`src/rtl/qspi_ctl_pkg.sv`:
```
package qspi_ctl_pkg;

    localparam int REG_AW = 4;

    localparam logic [REG_AW-1:0] OFF_CTRL = 4'h0;
    localparam logic [REG_AW-1:0] OFF_STAT = 4'h4;
    localparam logic [REG_AW-1:0] OFF_FCLR = 4'h8;
    localparam logic [REG_AW-1:0] OFF_CMD  = 4'hC;

    localparam int CB_EN    = 0;
    localparam int CB_ABORT = 1;
    localparam int CB_DMA   = 2;
    localparam int CB_THR   = 8;
    localparam int CB_TEIE  = 16;
    localparam int CB_TCIE  = 17;
    localparam int CB_PRESC = 24;

    localparam int CMD_DIR_BIT = 31;

    typedef enum logic [1:0] {
        SEL_CTRL,
        SEL_STAT,
        SEL_FCLR,
        SEL_CMD
    } reg_sel_e;

    typedef struct packed {
        logic       busy;
        logic       ftf;
        logic       tcf;
        logic       tef;
        logic [5:0] level;
    } status_t;

    function automatic reg_sel_e decode_sel(input logic [REG_AW-1:0] a);
        case (a)
            OFF_CTRL: return SEL_CTRL;
            OFF_STAT: return SEL_STAT;
            OFF_FCLR: return SEL_FCLR;
            default:  return SEL_CMD;
        endcase
    endfunction

    function automatic logic [31:0] status_word(input status_t s);
        logic [31:0] w;
        w        = '0;
        w[0]     = s.tef;
        w[1]     = s.tcf;
        w[2]     = s.ftf;
        w[5]     = s.busy;
        w[13:8]  = s.level;
        return w;
    endfunction

    function automatic logic [31:0] ctrl_word(
        input logic [7:0] presc,
        input logic       tcie,
        input logic       teie,
        input logic [4:0] thr,
        input logic       dmaen,
        input logic       abort,
        input logic       en
    );
        logic [31:0] w;
        w                        = '0;
        w[CB_EN]                 = en;
        w[CB_ABORT]              = abort;
        w[CB_DMA]                = dmaen;
        w[CB_THR +: 5]           = thr;
        w[CB_TEIE]               = teie;
        w[CB_TCIE]               = tcie;
        w[CB_PRESC +: 8]         = presc;
        return w;
    endfunction

endpackage

```
`src/rtl/qspi_byte_fifo.sv`:
```
module qspi_byte_fifo #(
    parameter int DEPTH = 16,
    parameter int W     = 8,
    localparam int PTR_W = (DEPTH > 1) ? $clog2(DEPTH) : 1,
    localparam int LVL_W = $clog2(DEPTH + 1)
) (
    input  logic             clk,
    input  logic             rst,
    input  logic             flush,
    input  logic             push,
    input  logic [W-1:0]     pdata,
    input  logic             pop,
    output logic [W-1:0]     head,
    output logic [LVL_W-1:0] level
);
    logic [W-1:0]     mem [DEPTH];
    logic [PTR_W-1:0] wp_q, rp_q;
    logic [LVL_W-1:0] lvl_q;
    logic             push_ok, pop_ok;

    assign push_ok = push && (lvl_q != LVL_W'(DEPTH));
    assign pop_ok  = pop && (lvl_q != '0);
    assign head    = mem[rp_q];
    assign level   = lvl_q;

    function automatic logic [PTR_W-1:0] bump(input logic [PTR_W-1:0] p);
        return (p == PTR_W'(DEPTH - 1)) ? '0 : p + 1'b1;
    endfunction

    always_ff @(posedge clk) begin
        if (push_ok && !flush) begin
            mem[wp_q] <= pdata;
        end
    end

    always_ff @(posedge clk) begin
        if (rst || flush) begin
            wp_q  <= '0;
            rp_q  <= '0;
            lvl_q <= '0;
        end else begin
            if (push_ok) wp_q <= bump(wp_q);
            if (pop_ok)  rp_q <= bump(rp_q);
            case ({push_ok, pop_ok})
                2'b10:   lvl_q <= lvl_q + 1'b1;
                2'b01:   lvl_q <= lvl_q - 1'b1;
                default: lvl_q <= lvl_q;
            endcase
        end
    end
endmodule

```
`src/rtl/qspi_sck_div.sv`:
```
module qspi_sck_div #(
    parameter int PW = 8
) (
    input  logic          clk,
    input  logic          rst,
    input  logic          run,
    input  logic [PW-1:0] presc,
    output logic          tick
);
    logic [PW-1:0] cnt_q;

    assign tick = run && (cnt_q == presc);

    always_ff @(posedge clk) begin
        if (rst || !run) begin
            cnt_q <= '0;
        end else if (cnt_q == presc) begin
            cnt_q <= '0;
        end else begin
            cnt_q <= cnt_q + 1'b1;
        end
    end
endmodule

```
`src/rtl/qspi_flag_unit.sv`:
```
module qspi_flag_unit (
    input  logic clk,
    input  logic rst,
    input  logic set_tc,
    input  logic set_te,
    input  logic clr_tc,
    input  logic clr_te,
    input  logic tcie,
    input  logic teie,
    output logic tcf,
    output logic tef,
    output logic irq
);
    logic tcf_q, tef_q;

    always_ff @(posedge clk) begin
        if (rst) begin
            tcf_q <= 1'b0;
            tef_q <= 1'b0;
        end else begin
            if (set_tc)      tcf_q <= 1'b1;
            else if (clr_tc) tcf_q <= 1'b0;
            if (set_te)      tef_q <= 1'b1;
            else if (clr_te) tef_q <= 1'b0;
        end
    end

    assign tcf = tcf_q;
    assign tef = tef_q;
    assign irq = (tcf_q && tcie) || (tef_q && teie);
endmodule

```
`src/rtl/qspi_ctl_unit.sv`:
```
module qspi_ctl_unit
    import qspi_ctl_pkg::*;
#(
    parameter int FIFO_DEPTH = 16,
    parameter int PRESC_W    = 8,
    localparam int THR_W     = $clog2(FIFO_DEPTH),
    localparam int LVL_W     = $clog2(FIFO_DEPTH + 1),
    localparam int CMP_W     = LVL_W + 1
) (
    input  logic              clk,
    input  logic              rst,
    input  logic [REG_AW-1:0] bus_addr,
    input  logic              bus_wr,
    input  logic [31:0]       bus_wdata,
    output logic [31:0]       bus_rdata,
    input  logic              dp_wr,
    input  logic [7:0]        dp_wdata,
    input  logic              dp_rd,
    output logic [7:0]        dp_rdata,
    output logic              seq_start,
    output logic [31:0]       seq_cmd,
    output logic              seq_abort,
    input  logic              seq_idle,
    input  logic              seq_done,
    input  logic              seq_err,
    input  logic              seq_push,
    input  logic [7:0]        seq_pdata,
    input  logic              seq_pop,
    output logic [7:0]        seq_rdata,
    output logic              sck_tick,
    output logic              dma_req,
    output logic              irq
);
    reg_sel_e sel;
    logic     wr_ctrl, wr_fclr, wr_cmd;

    logic               en_q, dmaen_q, teie_q, tcie_q, abort_q, busy_q, start_q;
    logic [THR_W-1:0]   thr_q;
    logic [PRESC_W-1:0] presc_q;
    logic [31:0]        cmd_q;
    logic               dir_rd, cmd_accept, abort_release;

    logic               fifo_push, fifo_pop;
    logic [7:0]         fifo_pdata, fifo_head;
    logic [LVL_W-1:0]   fifo_level;
    logic               ftf, tcf, tef;
    logic [CMP_W-1:0]   need, lvl_ext, free_ext;
    status_t            stat;

    // register decode
    assign sel     = decode_sel(bus_addr);
    assign wr_ctrl = bus_wr && (sel == SEL_CTRL);
    assign wr_fclr = bus_wr && (sel == SEL_FCLR);
    assign wr_cmd  = bus_wr && (sel == SEL_CMD);

    assign cmd_accept    = wr_cmd && en_q && !busy_q && !abort_q;
    assign abort_release = abort_q && seq_idle;
    assign dir_rd        = cmd_q[CMD_DIR_BIT];

    // control fields
    always_ff @(posedge clk) begin
        if (rst) begin
            en_q    <= 1'b0;
            dmaen_q <= 1'b0;
            teie_q  <= 1'b0;
            tcie_q  <= 1'b0;
            thr_q   <= '0;
            presc_q <= '0;
        end else if (wr_ctrl) begin
            en_q    <= bus_wdata[CB_EN];
            dmaen_q <= bus_wdata[CB_DMA];
            teie_q  <= bus_wdata[CB_TEIE];
            tcie_q  <= bus_wdata[CB_TCIE];
            thr_q   <= bus_wdata[CB_THR +: THR_W];
            presc_q <= bus_wdata[CB_PRESC +: PRESC_W];
        end
    end

    // abort: set by software, released by hardware once the sequencer stops
    always_ff @(posedge clk) begin
        if (rst) begin
            abort_q <= 1'b0;
        end else if (abort_release) begin
            abort_q <= 1'b0;
        end else if (wr_ctrl && bus_wdata[CB_ABORT]) begin
            abort_q <= 1'b1;
        end
    end

    // command acceptance and busy tracking
    always_ff @(posedge clk) begin
        if (rst) begin
            busy_q  <= 1'b0;
            start_q <= 1'b0;
            cmd_q   <= '0;
        end else begin
            start_q <= cmd_accept;
            if (cmd_accept) begin
                cmd_q <= bus_wdata;
            end
            if (abort_release) begin
                busy_q <= 1'b0;
            end else if (cmd_accept) begin
                busy_q <= 1'b1;
            end else if (busy_q && (seq_done || seq_err)) begin
                busy_q <= 1'b0;
            end
        end
    end

    // FIFO side selection by direction
    assign fifo_push  = !abort_q && (dir_rd ? seq_push : dp_wr);
    assign fifo_pdata = dir_rd ? seq_pdata : dp_wdata;
    assign fifo_pop   = dir_rd ? dp_rd : seq_pop;

    qspi_byte_fifo #(
        .DEPTH (FIFO_DEPTH),
        .W     (8)
    ) fifo_u (
        .clk   (clk),
        .rst   (rst),
        .flush (abort_q),
        .push  (fifo_push),
        .pdata (fifo_pdata),
        .pop   (fifo_pop),
        .head  (fifo_head),
        .level (fifo_level)
    );

    // threshold comparison
    assign need     = CMP_W'(thr_q) + 1'b1;
    assign lvl_ext  = CMP_W'(fifo_level);
    assign free_ext = CMP_W'(FIFO_DEPTH) - lvl_ext;
    assign ftf      = dir_rd ? (lvl_ext >= need) : (free_ext >= need);

    qspi_flag_unit flags_u (
        .clk    (clk),
        .rst    (rst),
        .set_tc (busy_q && seq_done),
        .set_te (busy_q && seq_err),
        .clr_tc (wr_fclr && bus_wdata[1]),
        .clr_te (wr_fclr && bus_wdata[0]),
        .tcie   (tcie_q),
        .teie   (teie_q),
        .tcf    (tcf),
        .tef    (tef),
        .irq    (irq)
    );

    qspi_sck_div #(
        .PW (PRESC_W)
    ) sck_u (
        .clk   (clk),
        .rst   (rst),
        .run   (busy_q),
        .presc (presc_q),
        .tick  (sck_tick)
    );

    // read mux
    always_comb begin
        stat.busy  = busy_q;
        stat.ftf   = ftf;
        stat.tcf   = tcf;
        stat.tef   = tef;
        stat.level = 6'(fifo_level);
        case (sel)
            SEL_CTRL: bus_rdata = ctrl_word(8'(presc_q), tcie_q, teie_q, 5'(thr_q),
                                            dmaen_q, abort_q, en_q);
            SEL_STAT: bus_rdata = status_word(stat);
            SEL_CMD:  bus_rdata = cmd_q;
            default:  bus_rdata = '0;
        endcase
    end

    assign seq_start = start_q;
    assign seq_cmd   = cmd_q;
    assign seq_abort = abort_q;
    assign dp_rdata  = fifo_head;
    assign seq_rdata = fifo_head;
    assign dma_req   = dmaen_q && ftf;
endmodule

```
`config.mk`:
```
export PLATFORM = sky130hd
export DESIGN_NAME = qspi_ctl_unit
export DESIGN_NICKNAME = d
export VERILOG_FILES = /design/src/rtl/qspi_ctl_pkg.sv /design/src/rtl/qspi_byte_fifo.sv /design/src/rtl/qspi_sck_div.sv /design/src/rtl/qspi_flag_unit.sv /design/src/rtl/qspi_ctl_unit.sv
export SDC_FILE = /design/constraint.sdc
export NUM_CORES = 1
export LEC_CHECK = 0
export BUFFER_PORTS_ARGS = -buffer_cell sky130_fd_sc_hd__clkbuf_2
export CORE_MARGIN = 2
export CORE_UTILIZATION = 45
export DETAILED_ROUTE_END_ITERATION = 12
export GPL_ROUTABILITY_DRIVEN = 0
export PLACE_DENSITY = 0.66
export SLEW_MARGIN = 20
export SYNTH_ARGS = -nofsm -noshare
export SYNTH_HDL_FRONTEND = slang
export SYNTH_SLANG_ARGS = --single-unit
```
`constraint.sdc`:
```
create_clock -name clk -period 4.05 [get_ports clk]
set_clock_uncertainty 0.05 [all_clocks]
set_input_delay 0.2025 -clock clk [delete_from_list [all_inputs] [get_ports clk]]
set_output_delay 0.2025 -clock clk [all_outputs]
set_load 0.02 [all_outputs]
```
# Word level (Yosys, flattened, before mapping)
# Memory sizes are Yosys's and may differ from the RTL's. A register that Yosys moved wholly into a read port is not among the register bits.
# Index checks and enable logic that the tools add are counted.
dict set report word_totals {
  elab_cells 92
  output_inout_bits 85
  reg_bits 74
  mem_bits_rw 128
  inputBits 62
  n_memories 1
}
dict set report op_classes {
  n_reduce_logical 36
  eq_ne 11
  addsub 7
  n_mux 19
  order_cmp 2
}
# name words word_bits rd rd_ports_with_merged_regs write_ports line_no
set memory_table {}
lappend memory_table {fifo_u.mem 16 8 1 1 1 qspi_byte_fifo.sv:16} ;# logic [W-1:0] mem [DEPTH];
# operator count
set op_table {}
lappend op_table {{one-hot mux 32 bit (3 select lines)} 1}
lappend op_table {{logical AND 1 bit} 21}
lappend op_table {{two-way mux 4 bit} 4}
lappend op_table {{== test 4 bit, second input constant} 3}
lappend op_table {{two-way mux 1 bit} 11}
lappend op_table {{one-hot mux 5 bit (2 select lines)} 1}
lappend op_table {{adder 4 x 1 -> 4 bit, second input constant} 2}
lappend op_table {{adder 8 x 1 -> 8 bit, second input constant} 1}
lappend op_table {{== test 8 bit} 1}
lappend op_table {{two-way mux 8 bit} 1}
lappend op_table {{nonzero test 2 bit} 4}
lappend op_table {{== test 2 bit, second input constant} 3}
lappend op_table {{greater-or-equal comparator 6 x 5 -> 1 bit} 1}
lappend op_table {{one-hot mux 2 bit (3 select lines)} 1}
lappend op_table {{subtractor 5 x 5 -> 6 bit, first input constant} 1}
lappend op_table {{adder 4 x 1 -> 5 bit, second input constant} 1}
lappend op_table {{adder 5 x 1 -> 5 bit, second input constant} 1}
lappend op_table {{greater-or-equal comparator 5 bit} 1}
lappend op_table {{!= test 5 bit, second input constant} 1}
lappend op_table {{nonzero test 5 bit} 1}
lappend op_table {{subtractor 5 x 1 -> 5 bit, second input constant} 1}
lappend op_table {{== test 2 x 1 -> 1 bit, second input constant} 2}
lappend op_table {{== test 4 x 3 -> 1 bit, second input constant} 1}
lappend op_table {{logical NOT 4 bit} 1}
lappend op_table {{other kinds (4)} 9}

# Longest topological paths before layout
# Gate-level depths: netlist of run 1.
dict set report logic_depth {
  ltp_word 8
  ltp_mapped 14
  depth_no_buf 14
}

# By module
# A second synthesis of run 1 with hierarchy kept.
dict set report unflattened {
  cells_unflattened 702
  area_unflattened_um2 9146.3
}
# mod area_each_um2 n_inst cells_per_inst
set modules_own_cells {}
lappend modules_own_cells {qspi_byte_fifo 5896.9 1 303}
lappend modules_own_cells {qspi_ctl_unit 2693.8 1 343}
lappend modules_own_cells {qspi_sck_div 476.7 1 47}
lappend modules_own_cells {qspi_flag_unit 78.8 1 9}

# Worst setup path before layout of run 1
# No wires, ideal clock.
dict set report synth_timing {
  path_type {reg-to-reg}
  start {reg fifo_u.lvl_q[0], in the netlist fifo_u.level[0]}
  end {reg fifo_u.lvl_q[4], in the netlist fifo_u.level[4]}
  period_less_slack_ns 2.989
  path_slack_ns 1.061
  path_buffers 0
  stages_incl_launch_ff 14
  t_arrival_ns 2.869
  cell_sequence {dfxtp_1 > inv_1 > ha_1 > nor3b_1 > ha_1 > nor3_2 > inv_1 > ha_1 > ha_1 > nor2b_1 > o21ai_0 > a211oi_1 > or3_1 > a21oi_1}
}
dict set report synth_between {
  elab_chain_len 4
  elab_cells_between_ends 10
}
# element line_no
set synth_rtl {}
lappend synth_rtl {{start: declaration} qspi_byte_fifo.sv:18} ;# logic [LVL_W-1:0] lvl_q;
lappend synth_rtl {{start signal: assignment} qspi_byte_fifo.sv:45} ;# 2'b10: lvl_q <= lvl_q + 1'b1;
lappend synth_rtl {{start signal: assignment} qspi_byte_fifo.sv:46} ;# 2'b01: lvl_q <= lvl_q - 1'b1;
lappend synth_rtl {{start signal: assignment} qspi_byte_fifo.sv:47} ;# default: lvl_q <= lvl_q;
lappend synth_rtl {{branches (longest 4 deep; another with subtractor 5 x 1 -> 5 bit)} n/a}
# Parallel ways; which one is timed is not known.
# A chain may end at the register's enable or synchronous reset.

# Final worst setup path of run 1
dict set report layout_timing {
  start {reg fifo_u.lvl_q[1], in the netlist fifo_u.level[1]}
  end {reg fifo_u.lvl_q[4], in the netlist fifo_u.level[4]}
}
# The elaborated chain is that of the path after synthesis.

==> qor.yml, run 1 <==
clock_network:
  cts_buffer_depth: 3
  cts_hold_buf: 35
  cts_inserted_buffers: 22
  cts_root_buffer: "clkbuf_16"
  post_cts_resized: 0
  clk-insertion-delay-late_ns: 0.51
  cts_max_level: 1
  cts_tree: "yes"
  cts.clk_slew.worst_paths_ns: 0.06
  post_cts_buffers: 0
  cts.sinks: 206
global_routing:
  grt_pass1_vias: 5701
  antenna_found_initial: 0
  grt_max_degree: 55
  grt_pass1_wl_um: 31800
  gr-total-overflow: 0
  grt_use_met1: 0.266
  busiest_layer: "met2"
  grt_usage: 0.201
  met3_usage: 0.0444
  grtUsageMet2: 0.339
power_and_ir_drop:
  total_power_mw: 5.85
  leakagePower_nw: 4.07
  power_density_mw_per_mm2: 534
  vdd_drop_max_mv: 0.346
route:
  drt_wl_total_um: 20700
  vias: 5953
  drc_errors: 0
  routedWlPerCell_um: 18.4
  routed_via_density: 5.29
  drt_iter0_markers: 359
  drt_first_pass_iters: 6
  antenna_left: 0
synthesis:
  synth_ff_type: "edfxtp_1"
  synth_area_leader_cell: "edfxtp_1"
  seq_area_frac_synth: 0.606
  synth.top_cell.area_share: 0.431
  async_flop_share: 0
  synth.net_count: 760
  syn_area_per_cell_um2: 13.2
  yosysUniqueCellTypes: 50
  synthCells: 674
  synth_seq_cells: 206
  syn_area_mm2: 0.00892
  netlist_top_cells_area: "edfxtp_1 43%, dfxtp_1 18%, mux4_2 6.6%"
  ys_warn_count: 0
  synth_enable_flop_cells: 128
die:
  die_area_mm2: 0.0210
  start_util: 0.458
  dieHeight_um: 145
  ios: 147
  core.rowCount: 51
  fp.dieW_um: 145
  core-area_mm2: 0.0195
hold_path:
  hold_path_class: "in2reg"
  whs_path_depth: 4
  min_from: "bus_addr[1]"
  hold_end: "flags_u.tcf"
worst_setup_path:
  regToRegEndpoint: "fifo_u.level[4]"
  cp-start-kind: "flip-flop"
  arrival_ns: 3.75
  cpMostUsedCell: "ha_1"
  path_class: "reg2reg"
  crit_slowest_cell: "dfxtp_1"
  crit_fanout: 7
  r2r_slack_ns: 0.67
  rr_worst_depth: 13
  critical_path_required_ns: 4.42
  path_cells: "inv_1 -> ha_1 -> nor3b_1 -> ha_1 -> nor3_2 -> inv_1 -> ha_1 -> ha_1 -> nor2b_1 -> o21ai_0 -> a211oi_1 -> or3_1 -> a21oi_1"
  max_stage_delay_ns: 0.46
  worstSetupEndpointType: "flip-flop"
  regToRegStartpoint: "fifo_u.level[1]"
timing:
  final.setup.worst_slack_ns: 0.673
  rsz0062_at_grt: "false"
  max_freq_mhz: 296
  hold_viol: 0
  setup_tns_ns: 0
  fin_crit_ns: 3.38
  maxSlewHeadroom: 0.292
  setup_viol: 0
  post-route-period-util: 0.834
  worst_pin_slew_ns: 1.06
  slew_violations: 0
flow_run:
  maxCapViolations: 0
outcome:
  outcome: "finished clean"
placement:
  dp_hpwl_um: 13800
  post-place-ws_ns: 0.741
  portBuffers: 146
  dpl_cell_area_mm2: 0.00978
cells_and_area:
  num_antenna_cells: 0
  finalInstanceArea_mm2: 0.0110
  area_growth_pct: 22.9
  fin_util: 0.563
  drive_above_1_share: 0.271
  final_nets: 930
-- report_power, final --
part / switching [mW] / internal, mW / leakage, nW
clock: 0.823 / 1.42 / 0.401
combinational: 0.671 / 0.568 / 1.88
sequential: 0.0684 / 2.30 / 1.79
-- layout make-up --
| class | count | area (um^2) |
|---|---|---|
| Multi-Input combinational cell | 405 | 3180 |
| Fill cell | 1596 | 8500 |
| Timing Repair Buffer | 189 | 1140 |
| Clock buffer | 25 | 582 |
| Sequential cell | 206 | 5410 |
| Inverter | 20 | 75.1 |
| Clock inverter | 15 | 245 |
| Tap cell | 265 | 332 |
-- Yosys cell counts (2+ instances only) --
| master | instances |
|---|---|
| or3_1 | 2 |
| nand4_1 | 3 |
| buf_2 | 11 |
| a21oi_1 | 65 |
| mux4_2 | 26 |
| nor2b_1 | 3 |
| mux2_2 | 8 |
| mux2i_1 | 4 |
| a31oi_1 | 2 |
| clkbuf_1 | 16 |
| a22o_1 | 14 |
| ha_1 | 23 |
| nor3b_1 | 2 |
| buf_6 | 2 |
| mux4_1 | 14 |
| and2_1 | 32 |
| xor2_1 | 7 |
| dfxtp_1 | 78 |
| edfxtp_1 | 128 |
| nor2_1 | 24 |
| buf_4 | 11 |
| inv_1 | 20 |
| nand3_1 | 7 |
| xnor2_1 | 15 |
| a222oi_1 | 6 |
| a21o_1 | 3 |
| nor3_1 | 3 |
| nand2_1 | 113 |
| and3_1 | 4 |
| o21ai_0 | 8 |
-- sequential cells by signal, summed over array words and instances, names as in the netlist, 4 cells and up, named ones only --
| register | count |
|---|---|
| fifo_u.rp_q | 4 |
| fifo_u.level | 5 |
| fifo_u.wp_q | 4 |
| sck_u.cnt_q | 8 |
| presc_q | 8 |
| seq_cmd | 32 |
| fifo_u.mem | 128 |
| thr_q | 4 |
-- critical path: cells and delay by family (launching register included) --
family	cells	cell delay, ns
DFF	1	0.46
buffers and inverters	2	0.32
AOI/OAI and AO/OA	3	0.46
and+or+nand+nor	4	0.94
adders and majority gates	4	1.08
-- cells by family (layout without fill, tap and decap cells) --
logic type / count (synthesis) / after routing / synth area share
buffers and inverters: 63 / 249 / 0.0376
and+or+nand+nor: 204 / 204 / 0.108
muxes: 52 / 52 / 0.122
DFF: 206 / 206 / 0.606
adders and majority gates: 24 / 24 / 0.0345
AOI/OAI and AO/OA: 103 / 103 / 0.0702
xor gates and xnor gates: 22 / 22 / 0.0216
-- worst max path at each step --
stage	startpoint	to	slack [ns]	cells after the start
4_1_cts	fifo_u.level[0]	fifo_u.level[4]	0.72	13
6_report	fifo_u.level[1]	fifo_u.level[4]	0.67	13
5_1_grt	fifo_u.level[0]	fifo_u.level[4]	0.40	13
2_1_floorplan	fifo_u.level[0]	fifo_u.level[4]	1.06	13
3_5_place_dp	fifo_u.level[0]	fifo_u.level[4]	0.74	13
3_3_place_gp	fifo_u.level[1]	fifo_u.level[4]	0.82	13
-- layer usage --
layer	part of all wire	routed length, um
met1	0.42	8800
met2	0.48	10000
met3	0.075	1550
met4	0.017	349
met5	0	0
-- cell usage in the layout (no fill, tap or decap), types with 2 or more instances in the layout --
| master | netlist | routed |
|---|---|---|
| a21o_1 | 3 | 3 |
| a21oi_1 | 65 | 65 |
| a222oi_1 | 6 | 6 |
| a22o_1 | 14 | 14 |
| a31oi_1 | 2 | 2 |
| and2_1 | 32 | 32 |
| and3_1 | 4 | 4 |
| buf_4 | 11 | 8 |
| bufinv_16 | 0 | 6 |
| clkbuf_16 | 0 | 22 |
| clkbuf_2 | 1 | 146 |
| clkbuf_8 | 0 | 2 |
| clkinv_2 | 0 | 3 |
| dfxtp_1 | 78 | 77 |
| dlygate4sd3_1 | 0 | 35 |
| edfxtp_1 | 128 | 128 |
| ha_1 | 23 | 23 |
| inv_1 | 20 | 20 |
| mux2_2 | 8 | 8 |
| mux2i_1 | 4 | 4 |
| mux4_1 | 14 | 14 |
| mux4_2 | 26 | 26 |
| nand2_1 | 113 | 113 |
| nand3_1 | 7 | 7 |
| nand4_1 | 3 | 3 |
| nor2_1 | 24 | 24 |
| nor2b_1 | 3 | 3 |
| nor3_1 | 3 | 3 |
| nor3b_1 | 2 | 2 |
| o21ai_0 | 8 | 8 |
| or3_1 | 2 | 2 |
| xnor2_1 | 15 | 15 |
| xor2_1 | 7 | 7 |
-- through the flow --
| step | cells | hold WS [ns] |
|---|---|---|
| global placement | 1050 | 0.377 |
| CTS | 1125 | 0.166 |
| finish | 1125 | 0.194 |
| floorplan | 674 | 0.288 |
| detailed placement | 1050 | 0.385 |
| global route | 1125 | 0.226 |
(Power assumes the default switching activity.)
==> run 2: changes to the inputs <==
==> constraint.sdc (replaced) <==
create_clock -name clk -period 3.36 [get_ports clk]
set_clock_uncertainty 0.05 [all_clocks]
set_input_delay 0.168 -clock clk [delete_from_list [all_inputs] [get_ports clk]]
set_output_delay 0.168 -clock clk [all_outputs]
set_load 0.02 [all_outputs]
==> run 2 against run 1 <==
Sequential power rose by 23%. Clock-buffer cell count rose by 2. Worst hold slack got worse by 0.13 ns. Global-route usage rose by 0.49 points. Critical path depth did not move. Clock power rose by 7%.
==> qor.yml, run 2 (synthesis gave the netlist of run 1 again) <==
outcome:
  outcome: "finished clean"
global_routing:
  grt_pass1_vias: 5938  # +4.2%
  grt_pass1_wl_um: 32800  # +3.2%
  gr-total-overflow: 0  # unchanged
  grt_max_degree: 53  # -3.6%
  grt_usage: 0.205  # +0.00486
  antenna_found_initial: 1  # +1
placement:
  dp_hpwl_um: 14400  # +4.4%
  portBuffers: 146  # unchanged
  dpl_cell_area_mm2: 0.00986  # +0.82%
cells_and_area:
  final_nets: 940  # +1.1%
  seq_area_mm2: 0.00541  # about the same
  layout_commonest_cell: "clkbuf_2"
  largest_reg_flops: 128  # unchanged
  layout_common_cells: "146 x clkbuf_2, 128 x edfxtp_1, 113 x nand2_1, 76 x dfxtp_1, 65 x a21oi_1"
  finalInstanceArea_mm2: 0.0109  # -0.18%
  area_growth_pct: 22.7
  fillers: 1595  # -0.063%
  multi_input_area_mm2: 0.00318  # unchanged
  top_register: "fifo_u.mem"
  num_antenna_cells: 0  # unchanged
  drive_above_1_share: 0.272  # +0.000646
clock_network:
  cts.clk_slew.worst_paths_ns: 0.06  # about the same
  cts.sinks: 206  # unchanged
  post_cts_buffers: 0  # unchanged
  cts_root_buffer: "clkbuf_16"
  cts_buffer_depth: 3  # unchanged
  cts_max_level: 1  # unchanged
  cts_inserted_buffers: 22  # unchanged
  clk-insertion-delay-late_ns: 0.51  # about the same
  cts_tree: "yes"
timing:
  setup_tns_ns: 0  # unchanged
  hold_viol: 0  # unchanged
  setup_viol: 0  # unchanged
  post-route-period-util: 0.895  # +0.0611
  max_freq_mhz: 333  # +12%
  worst_pin_slew_ns: 0.669  # -0.390 ns
  rsz0062_at_grt: "false"
  fin_crit_ns: 3.01  # -0.370 ns
  slew_violations: 0  # unchanged
  maxSlewHeadroom: 0.554  # +0.262
die:
  fp.dieW_um: 145  # unchanged
  die_area_mm2: 0.0210  # unchanged
  ios: 147  # unchanged
  core.rowCount: 51  # unchanged
  dieHeight_um: 145  # unchanged
  start_util: 0.458  # unchanged
  core-area_mm2: 0.0195  # unchanged
power_and_ir_drop:
  power_density_mw_per_mm2: 620  # +16%
  leakagePower_nw: 4.07  # about the same
  vdd_drop_max_mv: 0.398  # +15%
worst_setup_path:
  crit_fanout: 7  # unchanged
  path_class: "reg2reg"
  max_stage_delay_ns: 0.41  # -0.05 ns
  critical_path_required_ns: 3.73  # -0.69 ns
  worstSetupEndpointType: "flip-flop"
  crit_slowest_cell: "dfxtp_2"
  cpMostUsedCell: "ha_1"
  path_cells: "inv_1 -> ha_1 -> nor3b_1 -> ha_1 -> nor3_2 -> inv_1 -> ha_1 -> ha_1 -> nor2b_1 -> o21ai_0 -> a211oi_1 -> or3_1 -> a21oi_1"
  cp-start-kind: "flip-flop"
  arrival_ns: 3.37  # -0.38 ns
route:
  drt_wl_total_um: 21100  # +1.6%
  routedWlPerCell_um: 18.6  # +0.83%
  drt_iter0_markers: 450  # +25%
  drt_first_pass_iters: 6  # unchanged
  vias: 6019  # +1.1%
  antenna_left: 0  # unchanged
  drc_errors: 0  # unchanged
  routed_via_density: 5.31  # +0.31%
hold_path:
  hold_path_class: "in2reg"
flow_run:
  maxCapViolations: 0  # unchanged
## run 2: cell types whose count changed in the layout (fill, tap and decap cells not counted), moves of 2 or more
cell	previous run	this run
clkbuf_8	2	0
clkinv_1	1	3
bufinv_16	6	3
buf_4	8	16
clkbuf_1	1	5
## run 2: area by class of cell
cell class,instances,share of cell area
inverters,20,0.00686
multi-input cells,405,0.290
well taps,265,0.0303
clock buffers,27,0.0520
repair buffers,199,0.113
flip-flops and latches,206,0.494
clock inverters,12,0.0134
## run 2: final timing paths
| path | startpoint | end | slack (ns) | cells past startpoint |
|---|---|---|---|---|
| worst min register to register | seq_cmd[4] | seq_cmd[4] | 0.42 | 2 |
| worst max-delay path | fifo_u.level[1] | fifo_u.level[4] | 0.35 | 13 |
| worst min-delay path | rst | sck_u.cnt_q[2] | 0.06 | 3 |
| worst max register to register | fifo_u.level[1] | fifo_u.level[4] | 0.35 | 13 |
## run 2: timing repair
action                                 CTS  global route
setup endpoints to repair                0             1
gates resized for setup                  0             1
hold buffers                            36             0
endpoints found under the hold margin   52             0
## run 2: worst max-delay path, delay by kind of cell, from the launching register on
family,cells,cell delay (ns)
AO/OA/AOI/OAI,3,0.45
adder cells (fa/ha/maj),4,1.00
buffers and inverters,2,0.19
flip-flops,1,0.41
AND/OR/NAND/NOR,4,0.83
## run 2: routing by layer
metal / track usage / share of wire
met3: 0.0401 / 0.069
met2: 0.347 / 0.49
met1: 0.276 / 0.43
met5: 0 / 0
met4: 0.0470 / 0.016
## run 2: metrics by stage
stage | utilization | worst slack (ns) | hold WS, ns | power, mW | cells
2_1_floorplan | - | 0.371 | 0.254 | 4.07 | 674
3_3_place_gp | 0.507 | 0.353 | 0.341 | 4.40 | 1059
3_5_place_dp | 0.507 | 0.239 | 0.350 | 4.43 | 1059
4_1_cts | 0.562 | 0.230 | 0.0404 | 6.84 | 1134
5_1_grt | 0.562 | 0.0873 | 0.0987 | 7.11 | 1134
6_report | 0.562 | 0.353 | 0.0645 | 6.78 | 1134
## run 2: power breakdown
part / switching [mW] / leakage, nW / internal [mW]
Clock: 0.949 / 0.347 / 1.44
Sequential: 0.140 / 1.79 / 2.77
Combinational: 0.765 / 1.93 / 0.723
Total: 1.85 / 4.07 / 4.93
